===== src/rtl/pll_mcode_pkg.sv =====
package pll_mcode_pkg;
  typedef enum logic [1:0] {ST_IDLE, ST_ENC, ST_DEC} conv_st_e;
  typedef enum logic {OP_ENC = 1'b0, OP_DEC = 1'b1} conv_op_e;
endpackage


===== src/rtl/pll_mcode_lfsr.sv =====
module pll_mcode_lfsr #(
  parameter int W = 15
) (
  input  logic         clk,
  input  logic         rst_n,
  input  logic         load,
  input  logic [W-1:0] load_val,
  input  logic         step,
  input  logic         fwd,
  output logic [W-1:0] state_q,
  output logic [W-1:0] state_nxt
);
  logic [W-1:0] st_d;

  // forward: left shift, feedback XOR(top, bottom) into bit 0
  // reverse: right shift, feedback XOR(bit0, bit1) into the top bit
  always_comb begin
    if (fwd) state_nxt = {state_q[W-2:0], state_q[W-1] ^ state_q[0]};
    else     state_nxt = {state_q[0] ^ state_q[1], state_q[W-1:1]};
    st_d = load ? load_val : state_nxt;
  end

  always_ff @(posedge clk or negedge rst_n) begin
    if (!rst_n)            state_q <= '0;
    else if (load || step) state_q <= st_d;
  end
endmodule


===== src/rtl/pll_mcode_bw.sv =====
module pll_mcode_bw #(
  parameter int M_W    = 16,
  parameter int SELP_W = 5,
  parameter int SELI_W = 6
) (
  input  logic [M_W-1:0]    mult,
  output logic [SELP_W-1:0] selp,
  output logic [SELI_W-1:0] seli
);
  localparam int PW = M_W + 4;
  localparam logic [M_W-1:0] LIM_SMALL = M_W'(60);
  localparam logic [M_W-1:0] LIM_MID   = M_W'(501);
  localparam logic [M_W-1:0] LIM_2K    = M_W'(2048);
  localparam logic [M_W-1:0] LIM_8K    = M_W'(8192);
  localparam logic [M_W-1:0] LIM_16K   = M_W'(16384);
  localparam logic [PW-1:0]  NUMER     = PW'(1024);

  logic [M_W-1:0] dsum;
  logic [3:0]     qsel;
  logic [PW-1:0]  prod;

  always_comb begin
    dsum = mult + M_W'(9);
    qsel = 4'd15;
    prod = '0;
    // smallest q with q*(M+9) >= 1024 : ceiling of the quotient
    for (int q = 15; q >= 1; q--) begin
      prod = PW'(q) * {4'b0000, dsum};
      if (prod >= NUMER) qsel = 4'(q);
    end
  end

  always_comb begin
    if (mult < LIM_SMALL) selp = SELP_W'(mult[5:1]) + SELP_W'(1);
    else                  selp = SELP_W'(31);

    if (mult > LIM_16K)        seli = SELI_W'(1);
    else if (mult > LIM_8K)    seli = SELI_W'(2);
    else if (mult > LIM_2K)    seli = SELI_W'(4);
    else if (mult >= LIM_MID)  seli = SELI_W'(8);
    else if (mult >= LIM_SMALL) seli = SELI_W'({qsel, 2'b00});
    else                       seli = SELI_W'({mult[5:2], 2'b00}) + SELI_W'(4);
  end
endmodule


===== src/rtl/pll_mcode_conv.sv =====
module pll_mcode_conv
  import pll_mcode_pkg::*;
#(
  parameter int M_W    = 16,
  parameter int CODE_W = 17,
  parameter int LFSR_W = 15,
  parameter int MAX_M  = 32768,
  parameter int WORD_W = 32
) (
  input  logic              clk,
  input  logic              rst_n,
  input  logic              start_i,
  input  logic              mode_i,
  input  logic [M_W-1:0]    mult_i,
  input  logic [CODE_W-1:0] code_i,
  output logic              busy_o,
  output logic              done_o,
  output logic              err_o,
  output logic [M_W-1:0]    mult_o,
  output logic [CODE_W-1:0] code_o,
  output logic [WORD_W-1:0] word_o
);
  localparam int SELP_W = 5;
  localparam int SELI_W = 6;
  localparam int PAD_W  = WORD_W - CODE_W - SELP_W - SELI_W;
  localparam int HI_W   = CODE_W - LFSR_W;
  localparam logic [LFSR_W-1:0] SEED     = {1'b1, {(LFSR_W-1){1'b0}}};
  localparam logic [CODE_W-1:0] CODE_M1  = CODE_W'(17'h18003);
  localparam logic [CODE_W-1:0] CODE_M2  = CODE_W'(17'h10003);
  localparam logic [M_W-1:0]    MAX_V    = M_W'(MAX_M);
  localparam logic [M_W-1:0]    CNT_INIT = M_W'(MAX_M + 1);

  // reset: asserted asynchronously, released on the clock
  logic [1:0] rsync_q;
  logic       rst_core_n;
  always_ff @(posedge clk or negedge rst_n) begin
    if (!rst_n) rsync_q <= 2'b00;
    else        rsync_q <= {rsync_q[0], 1'b1};
  end
  assign rst_core_n = rsync_q[1];

  conv_st_e          st_q, st_d;
  logic [M_W-1:0]    cnt_q, cnt_d, opm_q, opm_d, cnt_dec;
  logic [CODE_W-1:0] opc_q, opc_d;
  logic              lf_load, lf_step, lf_fwd;
  logic [LFSR_W-1:0] lf_val, lf_q, lf_nxt;
  logic              fin, fin_err;
  logic [M_W-1:0]    fin_mult;
  logic [CODE_W-1:0] fin_code;
  logic [SELP_W-1:0] selp;
  logic [SELI_W-1:0] seli;

  pll_mcode_lfsr #(.W(LFSR_W)) u_lfsr (
    .clk(clk), .rst_n(rst_core_n), .load(lf_load), .load_val(lf_val),
    .step(lf_step), .fwd(lf_fwd), .state_q(lf_q), .state_nxt(lf_nxt)
  );

  pll_mcode_bw #(.M_W(M_W), .SELP_W(SELP_W), .SELI_W(SELI_W)) u_bw (
    .mult(fin_mult), .selp(selp), .seli(seli)
  );

  assign lf_fwd  = (st_q == ST_DEC);
  assign cnt_dec = cnt_q - M_W'(1);

  // next-state logic
  always_comb begin
    st_d = st_q; cnt_d = cnt_q; opm_d = opm_q; opc_d = opc_q;
    lf_load = 1'b0; lf_val = SEED; lf_step = 1'b0;
    fin = 1'b0; fin_err = 1'b0; fin_mult = '0; fin_code = '0;
    unique case (st_q)
      ST_IDLE: if (start_i) begin
        if (conv_op_e'(mode_i) == OP_DEC) begin
          opc_d = code_i;
          if (code_i == CODE_M1) begin
            fin = 1'b1; fin_mult = M_W'(1); fin_code = code_i;
          end else if (code_i == CODE_M2) begin
            fin = 1'b1; fin_mult = M_W'(2); fin_code = code_i;
          end else if (code_i[CODE_W-1:LFSR_W] != '0 || code_i[LFSR_W-1:0] == SEED) begin
            fin = 1'b1; fin_err = 1'b1;
          end else begin
            lf_load = 1'b1; lf_val = code_i[LFSR_W-1:0];
            cnt_d = CNT_INIT; st_d = ST_DEC;
          end
        end else begin
          opm_d = mult_i;
          if (mult_i == '0) begin
            fin = 1'b1;
          end else if (mult_i == M_W'(1)) begin
            fin = 1'b1; fin_mult = mult_i; fin_code = CODE_M1;
          end else if (mult_i == M_W'(2)) begin
            fin = 1'b1; fin_mult = mult_i; fin_code = CODE_M2;
          end else if (mult_i > MAX_V) begin
            fin = 1'b1; fin_err = 1'b1;
          end else begin
            lf_load = 1'b1; lf_val = SEED;
            cnt_d = CNT_INIT - mult_i; st_d = ST_ENC;
          end
        end
      end
      ST_ENC: begin
        lf_step = 1'b1; cnt_d = cnt_dec;
        if (cnt_q == M_W'(1)) begin
          fin = 1'b1; fin_mult = opm_q; fin_code = {{HI_W{1'b0}}, lf_nxt};
          st_d = ST_IDLE;
        end
      end
      ST_DEC: begin
        lf_step = 1'b1; cnt_d = cnt_dec;
        if (lf_nxt == SEED && cnt_dec != '0) begin
          fin = 1'b1; fin_mult = cnt_dec; fin_code = opc_q; st_d = ST_IDLE;
        end else if (cnt_dec == '0) begin
          fin = 1'b1; fin_err = 1'b1; st_d = ST_IDLE;
        end
      end
      default: st_d = ST_IDLE;
    endcase
  end

  // state registers
  always_ff @(posedge clk or negedge rst_core_n) begin
    if (!rst_core_n) begin
      st_q <= ST_IDLE; cnt_q <= '0; opm_q <= '0; opc_q <= '0;
    end else begin
      st_q <= st_d; cnt_q <= cnt_d; opm_q <= opm_d; opc_q <= opc_d;
    end
  end

  // result registers, enabled on completion only
  always_ff @(posedge clk or negedge rst_core_n) begin
    if (!rst_core_n) begin
      done_o <= 1'b0; err_o <= 1'b0; mult_o <= '0; code_o <= '0; word_o <= '0;
    end else begin
      done_o <= fin;
      if (fin) begin
        err_o <= fin_err;
        if (fin_err) begin
          mult_o <= '0; code_o <= '0; word_o <= '0;
        end else begin
          mult_o <= fin_mult; code_o <= fin_code;
          word_o <= {{PAD_W{1'b0}}, seli, selp, fin_code};
        end
      end
    end
  end

  assign busy_o = (st_q != ST_IDLE);
endmodule


===== config.mk =====
export PLATFORM = sky130hd
export DESIGN_NAME = pll_mcode_conv
export DESIGN_NICKNAME = d
export VERILOG_FILES = /design/src/rtl/pll_mcode_pkg.sv /design/src/rtl/pll_mcode_lfsr.sv /design/src/rtl/pll_mcode_bw.sv /design/src/rtl/pll_mcode_conv.sv
export SDC_FILE = /design/constraint.sdc
export NUM_CORES = 1
export LEC_CHECK = 0
export BUFFER_PORTS_ARGS = -buffer_cell sky130_fd_sc_hd__buf_2
export CAP_MARGIN = 10
export CORE_ASPECT_RATIO = 1.25
export CORE_MARGIN = 1.5
export CORE_UTILIZATION = 65
export CTS_BUF_LIST = sky130_fd_sc_hd__clkbuf_4
export DETAILED_ROUTE_END_ITERATION = 10
export PLACE_DENSITY = 0.85
export SYNTH_ARGS = -nofsm -noshare
export SYNTH_HDL_FRONTEND = slang
export SYNTH_SLANG_ARGS = --single-unit

===== constraint.sdc =====
create_clock -name clk -period 5.3 [get_ports clk]
set_input_delay 0.53 -clock clk [delete_from_list [all_inputs] [get_ports clk]]
set_output_delay 0.53 -clock clk [all_outputs]
set_load 0.1 [all_outputs]

==> impl_metrics.py, run 1 <==
metrics = {
    "outcome": {
        "status": "stopped before the end",
        "haltStage": "5_1_grt",
        "run.stop_error": "[ERROR GRT-0116] Global routing finished with congestion. Check the congestion regions in the DRC Viewer.",
    },
    "yosys": {
        "ys.flop_type": "dfrtp_1",
        "async_flop_share": 1.00,
        "yosysWarningCount": 0,
        "synth_edf_count": 0,
        "netlist_area_um2": 14200,
        "synth_cell_types": 103,
        "yosys_register_bits": 114,
        "synthCells": 1684,
        "synth.avg_cell_area_um2": 8.41,
        "ys_seq_area_frac": 0.201,
    },
    "global_routing": {
        "grt_pass1_vias": 24800,
        "grt_util_all_layers": 0.897,
        "grt_max_degree": 65,
        "grt_overflow": 1159,
        "grt_pass1_wl_um": 157000,
    },
    "floorplan": {
        "start_util": 0.659,
        "die_w_um": 135,
        "die_h_um": 168,
        "rows": 60,
        "ios": 105,
    },
    "placed_design": {
        "io_buffer_count": 100,
        "place_congestion": 1.08,
        "place_ws_ns": -1.76,
        "dp_hpwl_um": 47000,
    },
    "clocking": {
        "cts.sinks": 114,
        "clock_path_buffers": 2,
        "cts_buffers": 17,
        "cts-root-buf": "clkbuf_4",
        "htree_levels": 4,
    },
}
stage by stage:
step,utilization,hold slack [ns],area [um^2],setup TNS (ns),instances
after CTS,0.957,0.246,20500,-4.67,2553
after detailed placement,0.882,0.317,18900,-6.34,2459
after global placement,0.882,0.314,18900,-5.08,2459
after floorplan,-,0.234,14900,-4.29,1687
cell usage after synthesis, types with 24 or more instances:
cell type	instances	area, um^2
a21oi_1	107	536
buf_4	24	180
clkbuf_1	39	146
dfrtp_1	114	2850
fa_1	55	1100
ha_1	154	1930
inv_1	131	492
mux2_2	37	417
nand2_1	154	578
nand3_1	48	240
nand4_1	33	206
nor2_1	113	424
nor3_1	43	215
o21ai_0	106	531
o31ai_1	25	188
xnor2_1	44	385
xor2_1	26	228
timing repair:
action / 4_1_cts
pin swaps: 113
hold buffers: 1
endpoints found under the hold margin: 2
buffers inserted: 62
resized for setup: 163
setup endpoints to repair: 4
logic make-up after synthesis:
group,count (synthesis),synth area share
other,2,0.000530
AOI/OAI and AO/OA,456,0.220
muxes,60,0.0457
xor gates and xnor gates,71,0.0445
DFF,114,0.201
buffers and inverters,218,0.0673
and+or+nand+nor,554,0.207
adders and majority gates,209,0.214
layer usage:
metal / GRT usage / overflow
met1: 0.827 / 8
met2: 1.16 / 842
met3: 0.658 / 15
met4: 1.03 / 294
met5: 0.251 / 0
==> run 2, diff against run 1 <==
Settings changed: CORE_ASPECT_RATIO 1.25 to unset, CORE_UTILIZATION 65 to 40, CTS_BUF_LIST sky130_fd_sc_hd__clkbuf_4 to unset, PLACE_DENSITY 0.85 to unset, PLACE_DENSITY_LB_ADDON set to 0.15.
==> run 2 against run 1 <==
  * The flow now finishes, with violations (negative setup slack)
  * Synthesized area unchanged
  * Synthesized cell count unchanged
==> impl_metrics.py, run 2 <==
metrics = {
    "outcome": {
        "status": "finished, violations left",
        "violations": "negative setup slack",
    },
    "yosys": {
        "post-synth-top-area-cell": "dfrtp_1",
        "synthCells": 1684,
        "yosysWarningCount": 0,
        "netlist_area_um2": 14200,
        "ys.flop_type": "dfrtp_1",
        "synthTopCellsByArea": "dfrtp_1 (20%), ha_1 (14%), fa_1 (7.8%)",
        "ys_seq_area_frac": 0.201,
        "synth_cell_types": 103,
        "synthTopCellsByCount": "ha_1 (154), nand2_1 (154), inv_1 (131)",
        "yosys_register_bits": 114,
        "synth_top_cell_area_share": 0.201,
        "async_flop_share": 1.00,
        "synth.avg_cell_area_um2": 8.41,
        "synth_edf_count": 0,
    },
    "routing": {
        "postRouteAntennaNets": 0,
        "drc_errors": 0,
        "wl_met1_um": 22700,
        "firstDrtPassIters": 5,
        "wl_um": 54300,
        "via_per_inst": 5.56,
        "wl_per_cell_um": 19.7,
        "wl_met2_um": 27900,
        "vias": 15300,
        "drt_iter0_markers": 822,
        "wl_met3_um": 1630,
        "top_layer": "met4",
    },
    "global_routing": {
        "grt_pass1_vias": 15500,
        "grt_overflow": 0,
        "grt_max_degree": 66,
        "grt_pass1_wl_um": 84300,
        "antenna_found_initial": 1,
        "grt_util_all_layers": 0.298,
    },
    "cells_and_area": {
        "top_register": "opc_q",
        "final_cell_mix": "buf_4 (543), nand2_1 (149), ha_1 (114)",
        "largest_reg_flops": 17,
        "layout_commonest_cell": "buf_4",
        "instances_no_fill": 2759,
        "fill_cells": 3101,
        "syn_to_final_growth_pct": 50.4,
        "nets": 2537,
        "antenna_cells": 0,
        "drive_gt1_frac": 0.428,
    },
    "timing": {
        "fin_ws_ns": -1.19,
        "skew_ns": 0.0123,
        "tightest_slew_ns": 1.13,
        "rsz0062_at_grt": "yes",
        "slew_headroom": 0.243,
        "min_period_ns": 6.49,
        "hold_viol_final": 0,
        "final-setup-viol-count": 4,
        "final.period_utilization": 1.22,
        "report.final.slew_viol_count": 0,
        "clock.fmax_mhz": 154,
    },
    "placed_design": {
        "place_ws_ns": -1.64,
        "io_buffer_count": 100,
        "dp.cells": 2669,
        "dp_hpwl_um": 44100,
        "place_congestion": 0.948,
    },
    "worst_setup_path": {
        "cp_data_required_time_ns": 5.62,
        "critPathSlowestCell": "fa_1",
        "end_kind": "flip-flop",
        "start_kind": "flip-flop",
        "cp.arrival_ns": 6.81,
        "crit_fanout": 4,
        "worstSetupPathType": "reg2reg",
        "worst_path_largest_cell_delay_ns": 0.50,
        "cp_common_cell": "inv_1",
    },
    "clocking": {
        "cts-root-buf": "clkbuf_16",
        "path_clk_slew_ns": 0.07,
        "clock_path_buffers": 2,
        "cts_tree": "done",
        "cts.sinks": 114,
        "cts_buffers": 17,
        "htree_levels": 4,
        "clock_latency_ns": 0.44,
    },
    "floorplan": {
        "start_util": 0.408,
        "ios": 105,
        "die_h_um": 191,
        "die_w_um": 191,
        "design.core.area_um2": 34700,
        "rows": 68,
        "fp.dieArea_um2": 36500,
    },
    "power": {
        "vdd_drop_max_v": 0.000388,
        "power.density_nw_per_um2": 279,
        "total_leakage_power_nw": 10.2,
    },
    "min_path": {
        "hold_class": "reg2reg",
    },
    "run": {
        "max_cap_violations": 0,
    },
}
-- run 2: cell counts after synthesis --
Identical to the previous run, type by type.
-- run 2: layer usage --
layer | vias up | track usage
met5 | - | 0
met4 | 0 | 0.117
met3 | 117 | 0.0272
met2 | 402 | 0.545
met1 | 7485 | 0.358
li1 | 7323 | -
-- run 2: cells by family (layout without fill, tap and decap cells) --
kind of cell / count (synthesis) / in the layout / synth area share
fa+ha+maj: 209 / 209 / 0.214
compound gates: 456 / 456 / 0.220
buf+inv: 218 / 835 / 0.0673
xor+xnor: 71 / 71 / 0.0445
flops: 114 / 114 / 0.201
simple gates: 554 / 554 / 0.207
mux: 60 / 60 / 0.0457
other cells: 2 / 5 / 0.000530
-- run 2: worst paths after layout --
kind	slack, ns	startpoint	cells after the start	end
min	0.36	rsync_q[0]	0	rsync_q[1]
max in group asynchronous	3.63	rsync_q[1]	1	mult_o[10]
min reg2reg	0.36	rsync_q[0]	0	rsync_q[1]
max reg2reg	-1.19	cnt_q[7]	35	word_o[24]
min in group asynchronous	0.41	rst_n	2	rsync_q[1]
max	-1.19	cnt_q[7]	35	word_o[24]
-- run 2: layout make-up --
| class | count | area (um^2) | share of cell area |
|---|---|---|---|
| repair buffers | 670 | 4960 | 0.233 |
| clock buffers | 17 | 425 | 0.0200 |
| well taps | 455 | 569 | 0.0267 |
| multi-input cells | 1355 | 11800 | 0.556 |
| flip-flops and latches | 114 | 2860 | 0.134 |
| inverters | 133 | 522 | 0.0245 |
| clock inverters | 15 | 121 | 0.00570 |
-- run 2: critical path: cells and delay by family, from the launching register on --
| family | cells | cell delay, ns |
|---|---|---|
| simple gates | 14 | 2.67 |
| compound gates | 10 | 1.38 |
| fa+ha+maj | 4 | 1.21 |
| buf+inv | 7 | 0.71 |
| flops | 1 | 0.39 |
-- run 2: power by group --
group	internal, W	switching [W]	total, W
sequential	0.00116	0.000239	0.00140
clock	0.000607	0.000489	0.00110
combinational	0.00145	0.00201	0.00346
total	0.00322	0.00273	0.00595
-- run 2: metrics by stage --
stage / total power, W / cell area, um^2 / hold slack, ns / TNS (ns) / utilization
after global routing: 0.00628 / 21300 / 0.376 / -5.53 / 0.614
after floorplan: 0.00330 / 14900 / 0.234 / -4.29 / -
after CTS: 0.00583 / 20800 / 0.359 / -4.36 / 0.598
after global placement: 0.00454 / 19500 / 0.314 / -5.89 / 0.561
after detailed placement: 0.00460 / 19500 / 0.316 / -6.32 / 0.561
final: 0.00595 / 21300 / 0.358 / -4.49 / 0.614
-- run 2: timing repair --
item	in CTS	in global routing
pin swaps	75	72
hold buffers	1	0
resized for setup	85	76
endpoints found under the setup margin	4	4
buffers inserted	38	20
hold endpoints to repair	2	0
Note: power is estimated with default switching activity, not from simulation.
